## config.mk

```make
export PLATFORM = sky130hd
export DESIGN_NAME = lb_selector
export DESIGN_NICKNAME = d
export VERILOG_FILES = /design/src/rtl/lb_pkg.sv /design/src/rtl/lb_mode_decode.sv /design/src/rtl/lb_dir_path.sv /design/src/rtl/lb_selector.sv
export SDC_FILE = /design/constraint.sdc
export NUM_CORES = 1
export LEC_CHECK = 0
export BUFFER_PORTS_ARGS = -buffer_cell sky130_fd_sc_hd__buf_2
export CORE_AREA = 3 3 40 42
export CTS_CLUSTER_DIAMETER = 100
export DETAILED_ROUTE_END_ITERATION = 10
export DIE_AREA = 0 0 43 45
export HOLD_SLACK_MARGIN = 0.03
export PLACE_DENSITY = 0.45
export SLEW_MARGIN = 30
export SYNTH_ARGS = -nofsm -noshare
export SYNTH_HDL_FRONTEND = slang
export SYNTH_SLANG_ARGS = --single-unit
```

## constraint.sdc

```tcl
create_clock -name clk -period 1.7 [get_ports clk]
set_clock_uncertainty 0.05 [all_clocks]
set_input_delay 0.17 -clock clk [delete_from_list [all_inputs] [get_ports clk]]
set_output_delay 0.17 -clock clk [all_outputs]
set_load 0.01 [all_outputs]
```

## src/rtl/lb_pkg.sv

```systemverilog
package lb_pkg;

  typedef enum logic [2:0] {
    MS_NONE    = 3'd0,
    MS_DUAL    = 3'd1,
    MS_REMOTE  = 3'd2,
    MS_DIGITAL = 3'd3,
    MS_ANALOG  = 3'd4,
    MS_INBAND  = 3'd5
  } mode_win_t;

  typedef enum logic [1:0] {
    RT_NORMAL = 2'd0,
    RT_LOCAL  = 2'd1,
    RT_LINE   = 2'd2,
    RT_DUAL   = 2'd3
  } route_t;

  // Fixed priority among the requests: dual > remote > digital > analog > inband
  function automatic mode_win_t pick_winner(input logic dual, input logic remote,
                                            input logic digital, input logic analog,
                                            input logic inband);
    if (dual)         return MS_DUAL;
    else if (remote)  return MS_REMOTE;
    else if (digital) return MS_DIGITAL;
    else if (analog)  return MS_ANALOG;
    else if (inband)  return MS_INBAND;
    else              return MS_NONE;
  endfunction

  function automatic route_t route_of(input mode_win_t w);
    case (w)
      MS_DUAL:               return RT_DUAL;
      MS_REMOTE, MS_INBAND:  return RT_LINE;
      MS_DIGITAL, MS_ANALOG: return RT_LOCAL;
      default:               return RT_NORMAL;
    endcase
  endfunction

endpackage

```

## src/rtl/lb_mode_decode.sv

```systemverilog
module lb_mode_decode
  import lb_pkg::*;
(
  input  logic clk,
  input  logic rst_n,
  input  logic req_dual,
  input  logic req_remote,
  input  logic req_digital,
  input  logic req_analog,
  input  logic req_inband,
  output logic tx_from_line,
  output logic rx_from_sys
);

  mode_win_t winner;
  route_t    route;

  assign winner       = pick_winner(req_dual, req_remote, req_digital, req_analog, req_inband);
  assign route        = route_of(winner);
  assign tx_from_line = (route == RT_LINE) || (route == RT_DUAL);
  assign rx_from_sys  = (route == RT_LOCAL) || (route == RT_DUAL);

  // a dual request always turns both directions around
  assert_dual_wins_R6: assert property (@(posedge clk) disable iff (!rst_n)
    req_dual |-> (tx_from_line && rx_from_sys));

  // remote beats digital and analog
  assert_remote_over_local_R6: assert property (@(posedge clk) disable iff (!rst_n)
    (req_remote && !req_dual) |-> (tx_from_line && !rx_from_sys));

  // inband alone behaves as a line loopback
  assert_inband_line_R4: assert property (@(posedge clk) disable iff (!rst_n)
    (winner == MS_INBAND) |-> (tx_from_line && !rx_from_sys));

endmodule

```

## src/rtl/lb_dir_path.sv

```systemverilog
module lb_dir_path #(
  parameter int W = 1
) (
  input  logic         clk,
  input  logic         rst_n,
  input  logic [W-1:0] a_data,
  input  logic         a_stb,
  input  logic [W-1:0] b_data,
  input  logic         b_stb,
  input  logic         sel_b,
  input  logic         force_ones,
  output logic [W-1:0] out_data,
  output logic         out_stb
);

  localparam logic [W-1:0] ALL_ONES = {W{1'b1}};

  logic         chosen_stb;
  logic [W-1:0] chosen_data;
  logic [W-1:0] next_bit;

  assign chosen_stb  = sel_b ? b_stb  : a_stb;
  assign chosen_data = sel_b ? b_data : a_data;
  assign next_bit    = force_ones ? ALL_ONES : chosen_data;

  always_ff @(posedge clk or negedge rst_n) begin
    if (!rst_n) begin
      out_data <= '0;
      out_stb  <= 1'b0;
    end else begin
      out_stb <= chosen_stb;
      if (chosen_stb) out_data <= next_bit;
    end
  end

  // the bit word only moves at a bit boundary
  assert_hold_between_bits_R10: assert property (@(posedge clk) disable iff (!rst_n)
    !out_stb |-> $stable(out_data));

  // every output strobe traces back to the selected source
  assert_strobe_source_R11: assert property (@(posedge clk) disable iff (!rst_n)
    out_stb |-> $past(sel_b ? b_stb : a_stb));

  // an override present at the boundary yields all ones
  assert_force_ones_R7_R8: assert property (@(posedge clk) disable iff (!rst_n)
    (out_stb && $past(force_ones)) |-> (out_data == ALL_ONES));

endmodule

```

## src/rtl/lb_selector.sv

```systemverilog
module lb_selector
  import lb_pkg::*;
#(
  parameter int W = 1
) (
  input  logic         clk,
  input  logic         rst_n,
  input  logic [W-1:0] sys_tx_data,
  input  logic         sys_tx_stb,
  input  logic [W-1:0] line_rx_data,
  input  logic         line_rx_stb,
  input  logic         los,
  input  logic         req_dual,
  input  logic         req_remote,
  input  logic         req_digital,
  input  logic         req_analog,
  input  logic         req_inband,
  input  logic         ais_en,
  input  logic         atao_en,
  output logic [W-1:0] line_tx_data,
  output logic         line_tx_stb,
  output logic [W-1:0] sys_rx_data,
  output logic         sys_rx_stb
);

  logic tx_from_line;
  logic rx_from_sys;
  logic ais_force;
  logic atao_force;

  assign ais_force  = los && ais_en;
  assign atao_force = los && atao_en;

  lb_mode_decode u_dec (
    .clk          (clk),
    .rst_n        (rst_n),
    .req_dual     (req_dual),
    .req_remote   (req_remote),
    .req_digital  (req_digital),
    .req_analog   (req_analog),
    .req_inband   (req_inband),
    .tx_from_line (tx_from_line),
    .rx_from_sys  (rx_from_sys)
  );

  // toward the line: system transmit normally, recovered data when looped at the line
  lb_dir_path #(.W(W)) u_tx_path (
    .clk        (clk),
    .rst_n      (rst_n),
    .a_data     (sys_tx_data),
    .a_stb      (sys_tx_stb),
    .b_data     (line_rx_data),
    .b_stb      (line_rx_stb),
    .sel_b      (tx_from_line),
    .force_ones (atao_force),
    .out_data   (line_tx_data),
    .out_stb    (line_tx_stb)
  );

  // toward the system: recovered data normally, system transmit when looped locally
  lb_dir_path #(.W(W)) u_rx_path (
    .clk        (clk),
    .rst_n      (rst_n),
    .a_data     (line_rx_data),
    .a_stb      (line_rx_stb),
    .b_data     (sys_tx_data),
    .b_stb      (sys_tx_stb),
    .sel_b      (rx_from_sys),
    .force_ones (ais_force),
    .out_data   (sys_rx_data),
    .out_stb    (sys_rx_stb)
  );

  // in dual loopback each direction follows its own source strobe
  assert_dual_rx_strobe_R5: assert property (@(posedge clk) disable iff (!rst_n)
    (req_dual && sys_tx_stb) |=> sys_rx_stb);

  assert_dual_tx_strobe_R5: assert property (@(posedge clk) disable iff (!rst_n)
    (req_dual && line_rx_stb) |=> line_tx_stb);

  // with no request, each direction passes straight through
  assert_normal_pass_R2: assert property (@(posedge clk) disable iff (!rst_n)
    (!req_dual && !req_remote && !req_digital && !req_analog && !req_inband
     && sys_tx_stb) |=> line_tx_stb);

  // without los the line bit is never forced
  assert_no_force_without_los_R9: assert property (@(posedge clk) disable iff (!rst_n)
    (!los && !tx_from_line && sys_tx_stb) |=> (line_tx_data == $past(sys_tx_data)));

endmodule

```

==> out/results.tsv, run 1 <==
stage	metric	value	unit
timing	finalSetupViolations	0	
grt	grt_remaining_overflow	0	
timing	drv_slew	0	
synth	synth_most_common_cell	dfrtp_1	
worst_setup_path	path_buf_inv	1	
finish	syn2layout_area_growth	61.24	%
synth	synth.distinct_cells	10	
outcome	outcome	complete, no violations	
floorplanning	fp-row-count	13	
grt	grt_use_total	6.594	%
clock_network	cts_buffer_depth	2	
worst_setup_path	path_cells	buf_2 -> nor2_2 -> a211oi_2 -> mux2_4 -> o221a_1	
clock_network	clkTransAtPathRegs	0.03	ns
place	place_inst	49	
place	placed_area	326.6	um^2
route	wl_per_cell	10.04	um
synth	yosys-top-cells-area	dfrtp_1 45%, mux2_4 13%, nand4b_1 7.9%, nand3b_1 6.7%, a211oi_2 5.6%	
synth	async_flop_share	100.0	%
timing	fmax	888.1	MHz
floorplanning	fp.dieW	43	um
synth	yosysTopAreaCellShare	44.94	%
route	vias	220	
min_path	hold_path.class	input port to flop	
worst_setup_path	cp_top_family	compound AO/OA/AOI/OAI gates	
clock_network	cts_resized	0	
finish	drive_gt1_share	68.42	%
clock_network	cts-root-buf	clkbuf_4	
finish	stdcell_count	53	
floorplanning	die_h	45	um
clock_network	cts.sinks	4	
synth	synth_common_cells	4 x dfrtp_1, 2 x mux2_4, 2 x nand2_1, 2 x nand3b_1, 2 x nand4b_1	
worst_setup_path	cp_num_cells	5	
finish	antenna_cells	0	
grt	grt_pass1_wl	869	um
synth	yosys_warnings	0	
worst_setup_path	startpoint_type	input port	
worst_setup_path	cp_slowest_stage_delay	0.34	ns
power_and_ir_drop	irDropWorstVdd	0.2116	mV
timing	rsz0062_at_grt	no	
floorplanning	dieArea	0.001935	mm^2
min_path	hold_depth	2	
worst_setup_path	reg2reg_from	u_rx_path.out_data	
place	gp_congestion	0.7054	
timing	slew-limit-headroom	80.53	%
route	viasPerCell	4.151	
synth	synth.avg_cell_area	13.10	um^2
place	io_buffers	17	
worst_setup_path	crit_start	req_digital	
worst_setup_path	endpoint_kind	flop	
timing	period_share	66.24	%
power_and_ir_drop	power.leakage	0.1676	nW
route	routed_wl	532	um
floorplanning	coreArea	0.001285	mm^2
job	max-cap-violations	0	
synth	synth_area	222.7	um^2
clock_network	insertion_delay	0.23	ns
synth	ys_seq_area_share	44.94	%
timing	tightest_slew	0.2915	ns
timing	period_needed	1.126	ns
grt	antenna_found_initial	0	
place	place_hpwl	490.6	um
clock_network	cts_max_level	1	
floorplanning	start_util	17.33	%
route	drc	0	
synth	synth-seq-cells	4	
floorplanning	ios	18	
synth	syn_inst	17	
timing	fin_tns_setup	0	ns
worst_setup_path	critPathRequiredTime	1.76	ns
finish	nets	54	
grt	grt_pass1_vias	221	
clock_network	cts_tree	yes	
worst_setup_path	ff2ff_path_depth	1	
synth	syn_nets	31	
worst_setup_path	worstPathMaxFanout	3	
worst_setup_path	arrival	1.18	ns
worst_setup_path	critPathKind	input port to flop	
finish	final_core_util	27.95	%
finish	final_area	359.1	um^2
route	drt_iter0_markers	0	
route	first_pass_iters	1	
clock_network	cts_buffers	3	
grt	grt_max_degree	5	
min_path	min-delay-start	sys_tx_stb	
synth	ys.flop_type	dfrtp_1	
synth	synth-edff-count	0	
timing	hold_violations	0	
clock_network	postCtsSetupBuffers	0	
route	ant_nets	0	
worst_setup_path	cp_slowest_cell	mux2_4	
power_and_ir_drop	p_per_area	792.0	mW/mm^2
finish	fillers	138	
synth	synth_top_area_cell	dfrtp_1	
[layout by cell type (no fill, tap or decap)]
cell type	synthesis	layout
o221a_2	1	1
dlygate4sd3_1	0	1
nand2_1	2	2
o221a_1	1	1
a211oi_2	1	1
clkbuf_4	0	3
mux2_4	2	2
o21bai_2	1	1
dfrtp_1	4	4
nand3b_1	2	2
nor2_2	1	1
nand4b_1	2	2
buf_2	0	17
[stage by stage]
step	power, mW	hold slack, ns	setup WS [ns]
4_1_cts	0.2930	0.1801	0.5709
6_report	0.2844	0.1867	0.5740
3_5_place_dp	0.1753	-0.07200	0.3359
2_1_floorplan	0.1417	-0.1756	0.4890
5_1_grt	0.3112	0.1930	0.5296
3_3_place_gp	0.1744	-0.07613	0.3488
[sequential cells by signal, indices dropped and copies added (netlist names)]
name	count
u_tx_path.out_stb	1
u_tx_path.out_data	1
u_rx_path.out_data	1
u_rx_path.out_stb	1
[per-layer routing]
metal	vias to the layer above	share of wire, %	GRT usage [%]
met2	11	51	10.18
met3	0	12	3.984
met5	-	0	0
li1	113	-	-
met4	0	0	5.422
met1	96	37	6.311
[final cells by class]
type | instances | area, um^2 | share of cell area, %
clock buffer | 3 | 22.52 | 6.272
multi-input combinational | 13 | 122.6 | 34.15
sequential | 4 | 100.1 | 27.87
tap | 15 | 18.77 | 5.226
timing repair buffer | 18 | 95.09 | 26.48
[path summary, 6_finish.rpt]
path / slack (ns) / to
max reg2reg: 0.89 / u_rx_path.out_data
max: 0.57 / u_tx_path.out_data
min in group asynchronous: 0.23 / u_rx_path.out_stb
max in group asynchronous: 1.26 / u_tx_path.out_stb
min reg2reg: 0.50 / u_rx_path.out_data
min: 0.19 / u_rx_path.out_stb
[kinds of logic (layout without fill, tap and decap cells)]
| family | count (synthesis) | after routing | synth area share (%) |
|---|---|---|---|
| flops | 4 | 4 | 44.95 |
| buf+inv | 0 | 21 | 0 |
| mux | 2 | 2 | 13.48 |
| simple gates | 7 | 7 | 20.79 |
| compound gates | 4 | 4 | 20.78 |
[power breakdown]
group | internal [mW] | switching, mW
registers | 0.106 | 0.00371
clock network | 0.0785 | 0.0316
logic | 0.0367 | 0.0281
[repair_timing]
action / in CTS / in global routing
hold buffers: 1 / 0
endpoints found under the setup margin: 0 / 0
hold endpoints to repair: 4 / 0
Power figures use the tool's default switching activity.
==> run 2: changes to the inputs <==
ABC_AREA = 1   (was unset)
PLACE_DENSITY = 0.47   (was 0.45)
clock period = 1 ns   (was 1.7 ns; I/O delays follow)
==> run 2 against run 1 <==
Effect of this change:
- synthesized area up 5.6%
- critical path depth decreased by 4
- sequential power increased by 74%
- cell count up 28%
- non-clock buffer count stayed put
- clock power grew 75%
- wire length is 7.5% higher
- via count rose by 23%
- total power up 78%
- critical path type is now flop to output port
==> out/results.tsv, run 2 <==
stage	metric	value	unit	change
outcome	outcome	complete, no violations		
synth	ys_seq_area_share	42.55	%	-2.4 points
power_and_ir_drop	combPwrFrac	24.0	%	+1.2 points
clock_network	cts_max_level	1		unchanged
timing	period_needed	0.8896	ns	
worst_setup_path	endpoint_kind	output port		
power_and_ir_drop	switching_power	131.7	uW	+110%
power_and_ir_drop	power.leakage	0.2092	nW	+25%
place	place_hpwl	531.1	um	+8.3%
synth	synth-seq-cells	4		unchanged
route	ant_nets	0		unchanged
synth	ys.flop_type	dfrtp_1		
route	vias	271		+23%
timing	fin_tns_setup	0	ns	unchanged
worst_setup_path	reg2reg_from	u_tx_path.out_data		
synth	yosys-top-cells-area	dfrtp_1 43%, nand3_1 17%, nand2_1 16%, nand2_2 13%, o21ai_2 3.7%		
clock_network	cts.sinks	4		unchanged
synth	synth-edff-count	0		unchanged
worst_setup_path	cp_top_family	flip-flops		
worst_setup_path	r2r_slack	0.33	ns	-0.56 ns
clock_network	postCtsSetupBuffers	0		unchanged
min_path	hold_path.class	input port to flop		
grt	grt_use_total	7.006	%	+0.41 points
worst_setup_path	critPathRequiredTime	0.85	ns	-0.91 ns
grt	grt_pass1_wl	931	um	+7.1%
power_and_ir_drop	internal-power	373.4	uW	+69%
place	gp_congestion	0.7764		+10%
synth	syn_nets	46		+48%
job	max-cap-violations	0		unchanged
power_and_ir_drop	power_frac_clock	38.2	%	-0.5 points
grt	grt_remaining_overflow	0		unchanged
floorplanning	fp.dieW	43	um	unchanged
power_and_ir_drop	p_per_area	1359	mW/mm^2	+72%
worst_setup_path	arrival	0.74	ns	-0.44 ns
worst_setup_path	critPathKind	flop to output port		
timing	tightest_slew	0.1499	ns	-0.1416 ns
power_and_ir_drop	irDropWorstVdd	0.6056	mV	+190%
timing	drv_slew	0		unchanged
finish	final_cell_mix	17 x buf_2, 10 x nand2_1, 8 x nand3_1, 5 x nand2_2, 4 x dfrtp_1		
route	viasPerCell	3.985		-4.0%
timing	rsz0062_at_grt	no		
floorplanning	start_util	18.31	%	+0.97 points
min_path	min-delay-start	sys_tx_stb		
clock_network	cts_buffer_depth	2		unchanged
worst_setup_path	cp_slowest_stage_delay	0.37	ns	+0.03 ns
floorplanning	coreArea	0.001285	mm^2	unchanged
synth	synth_most_common_cell	nand2_1		
route	drt_iter0_markers	0		unchanged
route	routed_wl	572	um	+7.5%
route	drc	0		unchanged
clock_network	cts_buffers	3		unchanged
synth	synth.distinct_cells	8		-2
worst_setup_path	path_cells	buf_2		
clock_network	clkTransAtPathRegs	0.04	ns	about the same
worst_setup_path	cp_slowest_cell	dfrtp_1		
power_and_ir_drop	p_total	505.0	uW	+78%
synth	yosys_warnings	0		unchanged
clock_network	insertion_delay	0.23	ns	about the same
synth	synth_common_cells	10 x nand2_1, 8 x nand3_1, 5 x nand2_2		
grt	antenna_found_initial	0		unchanged
finish	syn2layout_area_growth	57.98	%	
floorplanning	die_h	45	um	unchanged
timing	period_share	88.96	%	
finish	antenna_cells	0		unchanged
floorplanning	fp-row-count	13		unchanged
finish	final_core_util	28.92	%	+0.97 points
place	io_buffers	17		unchanged
route	first_pass_iters	1		unchanged
grt	grt_max_degree	5		unchanged
power_and_ir_drop	switching_share	26.07	%	+3.8 points
place	place_ws	0.1214	ns	-0.2145 ns
synth	synth_area	235.2	um^2	+5.6%
synth	synth_top_area_cell	dfrtp_1		
synth	yosysTopAreaCellShare	42.55	%	-2.4 points
worst_setup_path	path_buf_inv	1		unchanged
timing	finalSetupViolations	0		unchanged
finish	final_common_cell	buf_2		
grt	grt_pass1_vias	259		+17%
synth	syn_inst	32		+15
timing	hold_slack	0.06743	ns	-0.1193 ns
floorplanning	dieArea	0.001935	mm^2	unchanged
route	wl_per_cell	8.412	um	-16%
timing	hold_violations	0		unchanged
synth	async_flop_share	100.0	%	unchanged
timing	fmax	1124	MHz	
finish	drive_gt1_share	50.94	%	-17 points
floorplanning	ios	18		unchanged
clock_network	cts_tree	yes		
worst_setup_path	worstPathMaxFanout	2		-1
worst_setup_path	startpoint_type	flop		
synth	synth.avg_cell_area	7.351	um^2	-44%
worst_setup_path	crit_start	u_tx_path.out_data		
timing	slew-limit-headroom	90.00	%	+9.5 points
finish	fillers	152		+10%
clock_network	cts-root-buf	clkbuf_4		
finish	nets	69		+28%
power_and_ir_drop	power_frac_seq	37.8	%	-0.7 points
timing	setup_slack	0.1104	ns	-0.4636 ns
[run 2: cell count changes after synthesis, sizes merged]
cell,previous run,this run
a211oi,1,0
inv,0,2
mux2,2,0
nand2,2,15
nand3,0,8
nand3b,2,0
nand4b,2,0
nor2,1,2
o21ai,0,1
o21bai,1,0
o221a,2,0
[run 2: layer usage]
| layer | GRT usage, % | part of all wire [%] |
|---|---|---|
| met1 | 6.295 | 40 |
| met2 | 11.98 | 57 |
| met3 | 4.781 | 2.8 |
| met4 | 3.614 | 0 |
| met5 | 0 | 0 |
[run 2: power by group through the flow]
stage / combinational [mW] / clock (mW) / sequential, mW
floorplan: 0.0492 / 0 / 0.203
global placement: 0.121 / 0 / 0.193
detailed placement: 0.121 / 0 / 0.194
CTS: 0.124 / 0.206 / 0.192
global route: 0.138 / 0.217 / 0.194
finish: 0.121 / 0.193 / 0.191
[run 2: cell type report]
cell class | instances | area, um^2 | share of cell area [%]
clock buffer | 3 | 22.52 | 6.061
inverter | 2 | 7.507 | 2.020
multi-input combinational | 26 | 127.6 | 34.34
sequential | 4 | 100.1 | 26.94
tap | 15 | 18.77 | 5.051
timing repair buffer | 18 | 95.09 | 25.59
[run 2: metrics by stage]
stage | cell area (um^2) | instances
after global routing | 371.6 | 68
after CTS | 371.6 | 68
after floorplan | 235.2 | 32
after global placement | 339.1 | 64
after detailed placement | 339.1 | 64
final | 371.6 | 68
[run 2: repair_timing]
item                      4_1_cts  5_1_grt
gates resized for setup         0        0
hold buffers                    1        0
hold endpoints to repair        4        0
[run 2: cells by family after synthesis]
logic type	count (synthesis)	share of synthesized area [%]
AO/OA/AOI/OAI	1	3.724
buffers and inverters	2	3.193
flip-flops	4	42.55
AND/OR/NAND/NOR	25	50.53
[run 2: final timing paths]
kind	endpoint	cells past startpoint
min	u_rx_path.out_stb	3
min in group asynchronous	u_rx_path.out_stb	2
max reg2reg	u_tx_path.out_data	2
max	line_tx_data	1
min reg2reg	u_rx_path.out_data	2
max in group asynchronous	u_tx_path.out_data	2
==> run 3: changes to the inputs <==
--- a/config.mk
+++ b/config.mk
@@ -15,2 +15,3 @@
 export PLACE_DENSITY = 0.47
+export RECOVER_POWER = 100
 export SLEW_MARGIN = 30
==> constraint.sdc (replaced) <==
create_clock -name clk -period 1 [get_ports clk]
set_clock_uncertainty 0.05 [all_clocks]
set_input_delay 0.15 -clock clk [delete_from_list [all_inputs] [get_ports clk]]
set_output_delay 0.15 -clock clk [all_outputs]
set_load 0.01 [all_outputs]
==> run 3 against run 2 <==
Effect of this change:
- first-iteration DRC count grew 1
- via count grew 4.1%
- critical path depth is the same
- register-to-register slack lost 0.13 ns
- highest routed layer unchanged
- combinational power grew 5%
- global-route usage grew 0.92 points
- clock power grew 9%
- critical path type unchanged
- clock-buffer cell count is the same
- maximum frequency shrank 6.4%
- cell count grew 1.5%
==> out/results.tsv, run 3 (synthesized netlist as in run 2, its figures left out) <==
stage	metric	value	unit	change
power_and_ir_drop	power_frac_seq	36.1	%	-1.7 points
route	vias	282		+4.1%
floorplanning	coreArea	0.001285	mm^2	unchanged
clock_network	cts-root-buf	clkbuf_4		
timing	hold_slack	0.1099	ns	+0.04242 ns
timing	setup_slack	0.04959	ns	-0.06080 ns
grt	grt_pass1_vias	295		+14%
clock_network	clkTransAtPathRegs	0.04	ns	about the same
worst_setup_path	critPathRequiredTime	0.80	ns	-0.05 ns
min_path	hold_path.class	input port to flop		
timing	slew-limit-headroom	80.59	%	-9.4 points
finish	nets	70		+1.4%
worst_setup_path	worstPathMaxFanout	2		unchanged
power_and_ir_drop	switching_power	150.4	uW	+14%
clock_network	cts_tree	yes		
grt	grt_remaining_overflow	0		unchanged
clock_network	cts.sinks	4		unchanged
power_and_ir_drop	combPwrFrac	24.0	%	about the same
grt	use_met3	4.781	%	unchanged
place	place_hpwl	559	um	+5.3%
timing	fmax	1052	MHz	-6.4%
floorplanning	dieArea	0.001935	mm^2	unchanged
power_and_ir_drop	p_total	528.0	uW	+4.5%
clock_network	cts_max_level	1		unchanged
power_and_ir_drop	power.leakage	0.2042	nW	-2.4%
floorplanning	fp.dieW	43	um	unchanged
finish	final_common_cell	buf_2		
route	viasPerCell	4.087		+2.6%
worst_setup_path	cp_slowest_cell	dfrtp_1		
route	routed_wl	662	um	+16%
power_and_ir_drop	internal-power	377.6	uW	+1.1%
grt	grt-busiest-layer	met2		
floorplanning	die_h	45	um	unchanged
worst_setup_path	path_cells	buf_2		
clock_network	insertion_delay	0.24	ns	about the same
grt	grt_max_degree	5		unchanged
clock_network	cts_buffer_depth	2		unchanged
power_and_ir_drop	power_frac_clock	39.8	%	+1.6 points
timing	finalSetupViolations	0		unchanged
grt	grt_use_met2	13.77	%	+1.8 points
outcome	outcome	complete, no violations		
worst_setup_path	endpoint_kind	output port		
job	max-cap-violations	0		unchanged
worst_setup_path	cp_slowest_stage_delay	0.37	ns	about the same
timing	period_share	95.04	%	+6.1 points
route	drt_iter0_markers	1		+1
timing	drv_slew	0		unchanged
timing	hold_violations	0		unchanged
timing	fin_tns_setup	0	ns	unchanged
clock_network	cts_resized	0		unchanged
finish	fillers	156		+2.6%
grt	grt_pass1_wl	1090	um	+17%
floorplanning	start_util	18.31	%	unchanged
grt	antenna_found_initial	0		unchanged
worst_setup_path	path_buf_inv	1		unchanged
finish	antenna_cells	0		unchanged
worst_setup_path	arrival	0.75	ns	about the same
finish	syn2layout_area_growth	57.98	%	unchanged
worst_setup_path	r2r_slack	0.20	ns	-0.13 ns
power_and_ir_drop	irDropWorstVdd	0.6868	mV	+13%
worst_setup_path	cp_top_family	flip-flops		
route	ant_nets	0		unchanged
timing	tightest_slew	0.2881	ns	+0.1382 ns
finish	final_cell_mix	14 x buf_2, 10 x nand2_1, 8 x nand3_1, 5 x nand2_2		
worst_setup_path	startpoint_type	flop		
power_and_ir_drop	p_per_area	1421	mW/mm^2	+4.5%
finish	drive_gt1_share	44.44	%	-6.5 points
place	gp_congestion	0.7798		+0.44%
worst_setup_path	critPathKind	flop to output port		
timing	rsz0062_at_grt	no		
route	first_pass_iters	2		+1
grt	gr-usage-met1	8.232	%	+1.9 points
place	place_ws	0.05635	ns	-0.06506 ns
route	wl_per_cell	9.594	um	+14%
grt	grt_use_total	7.923	%	+0.92 points
power_and_ir_drop	switching_share	28.49	%	+2.4 points
route	drc	0		unchanged
floorplanning	ios	18		unchanged
timing	period_needed	0.9504	ns	+0.06080 ns
floorplanning	fp-row-count	13		unchanged
clock_network	cts_buffers	3		unchanged
place	io_buffers	17		unchanged
==> run 3: changes by cell type in the layout (fill, tap and decap cells not counted) <==
cell,previous run,this run
clkbuf_1,0,3
o21ai_2,1,0
o21ai_0,0,1
buf_2,17,14
clkbuf_4,3,4
==> run 3: through the flow <==
| stage | area [um^2] | utilization [%] | std cells |
|---|---|---|---|
| detailed placement | 339.1 | 26.39 | 64 |
| finish | 371.6 | 28.92 | 69 |
| global placement | 339.1 | 26.39 | 64 |
| floorplan | 235.2 | - | 32 |
| global route | 371.6 | 28.92 | 69 |
| CTS | 371.6 | 28.92 | 68 |
==> run 3: timing repair <==
action	in CTS	in global routing
setup buffers	0	1
hold buffers	1	0
hold endpoints to repair	4	0
endpoints found under the setup margin	0	1
==> run 3: worst min-delay path: cells and delay by family <==
kind	cells	cell delay, ns
buffers and inverters	1	0.09
AND/OR/NAND/NOR	2	0.12
==> run 3: layer usage <==
metal,wire [um],vias to the layer above
met5,0,-
met4,0,0
met3,44,0
met2,357,7
met1,260,128
li1,-,147
==> run 3: final timing paths <==
check,endpoint,from,depth (start not counted)
min in group asynchronous,u_tx_path.out_data,rst_n,2
min reg2reg,u_rx_path.out_data,u_rx_path.out_data,2
min,u_tx_path.out_stb,line_rx_stb,3
max,line_tx_data,u_tx_path.out_data,1
max in group asynchronous,u_tx_path.out_stb,rst_n,2
max reg2reg,u_tx_path.out_data,u_tx_path.out_data,3
==> run 3: cell type report <==
| type | count | area, um^2 | area share [%] |
|---|---|---|---|
| multi-input combinational | 26 | 123.9 | 33.33 |
| sequential | 4 | 100.1 | 26.94 |
| timing repair buffer | 19 | 98.84 | 26.60 |
| clock buffer | 3 | 22.52 | 6.061 |
| tap | 15 | 18.77 | 5.051 |
| inverter | 2 | 7.507 | 2.020 |
==> run 3: power groups by stage <==
stage / combinational [mW] / clock [mW] / sequential [mW]
finish: 0.127 / 0.210 / 0.191
global route: 0.145 / 0.234 / 0.194
CTS: 0.126 / 0.219 / 0.192
detailed placement: 0.123 / 0 / 0.193
global placement: 0.121 / 0 / 0.193
floorplan: 0.0492 / 0 / 0.203
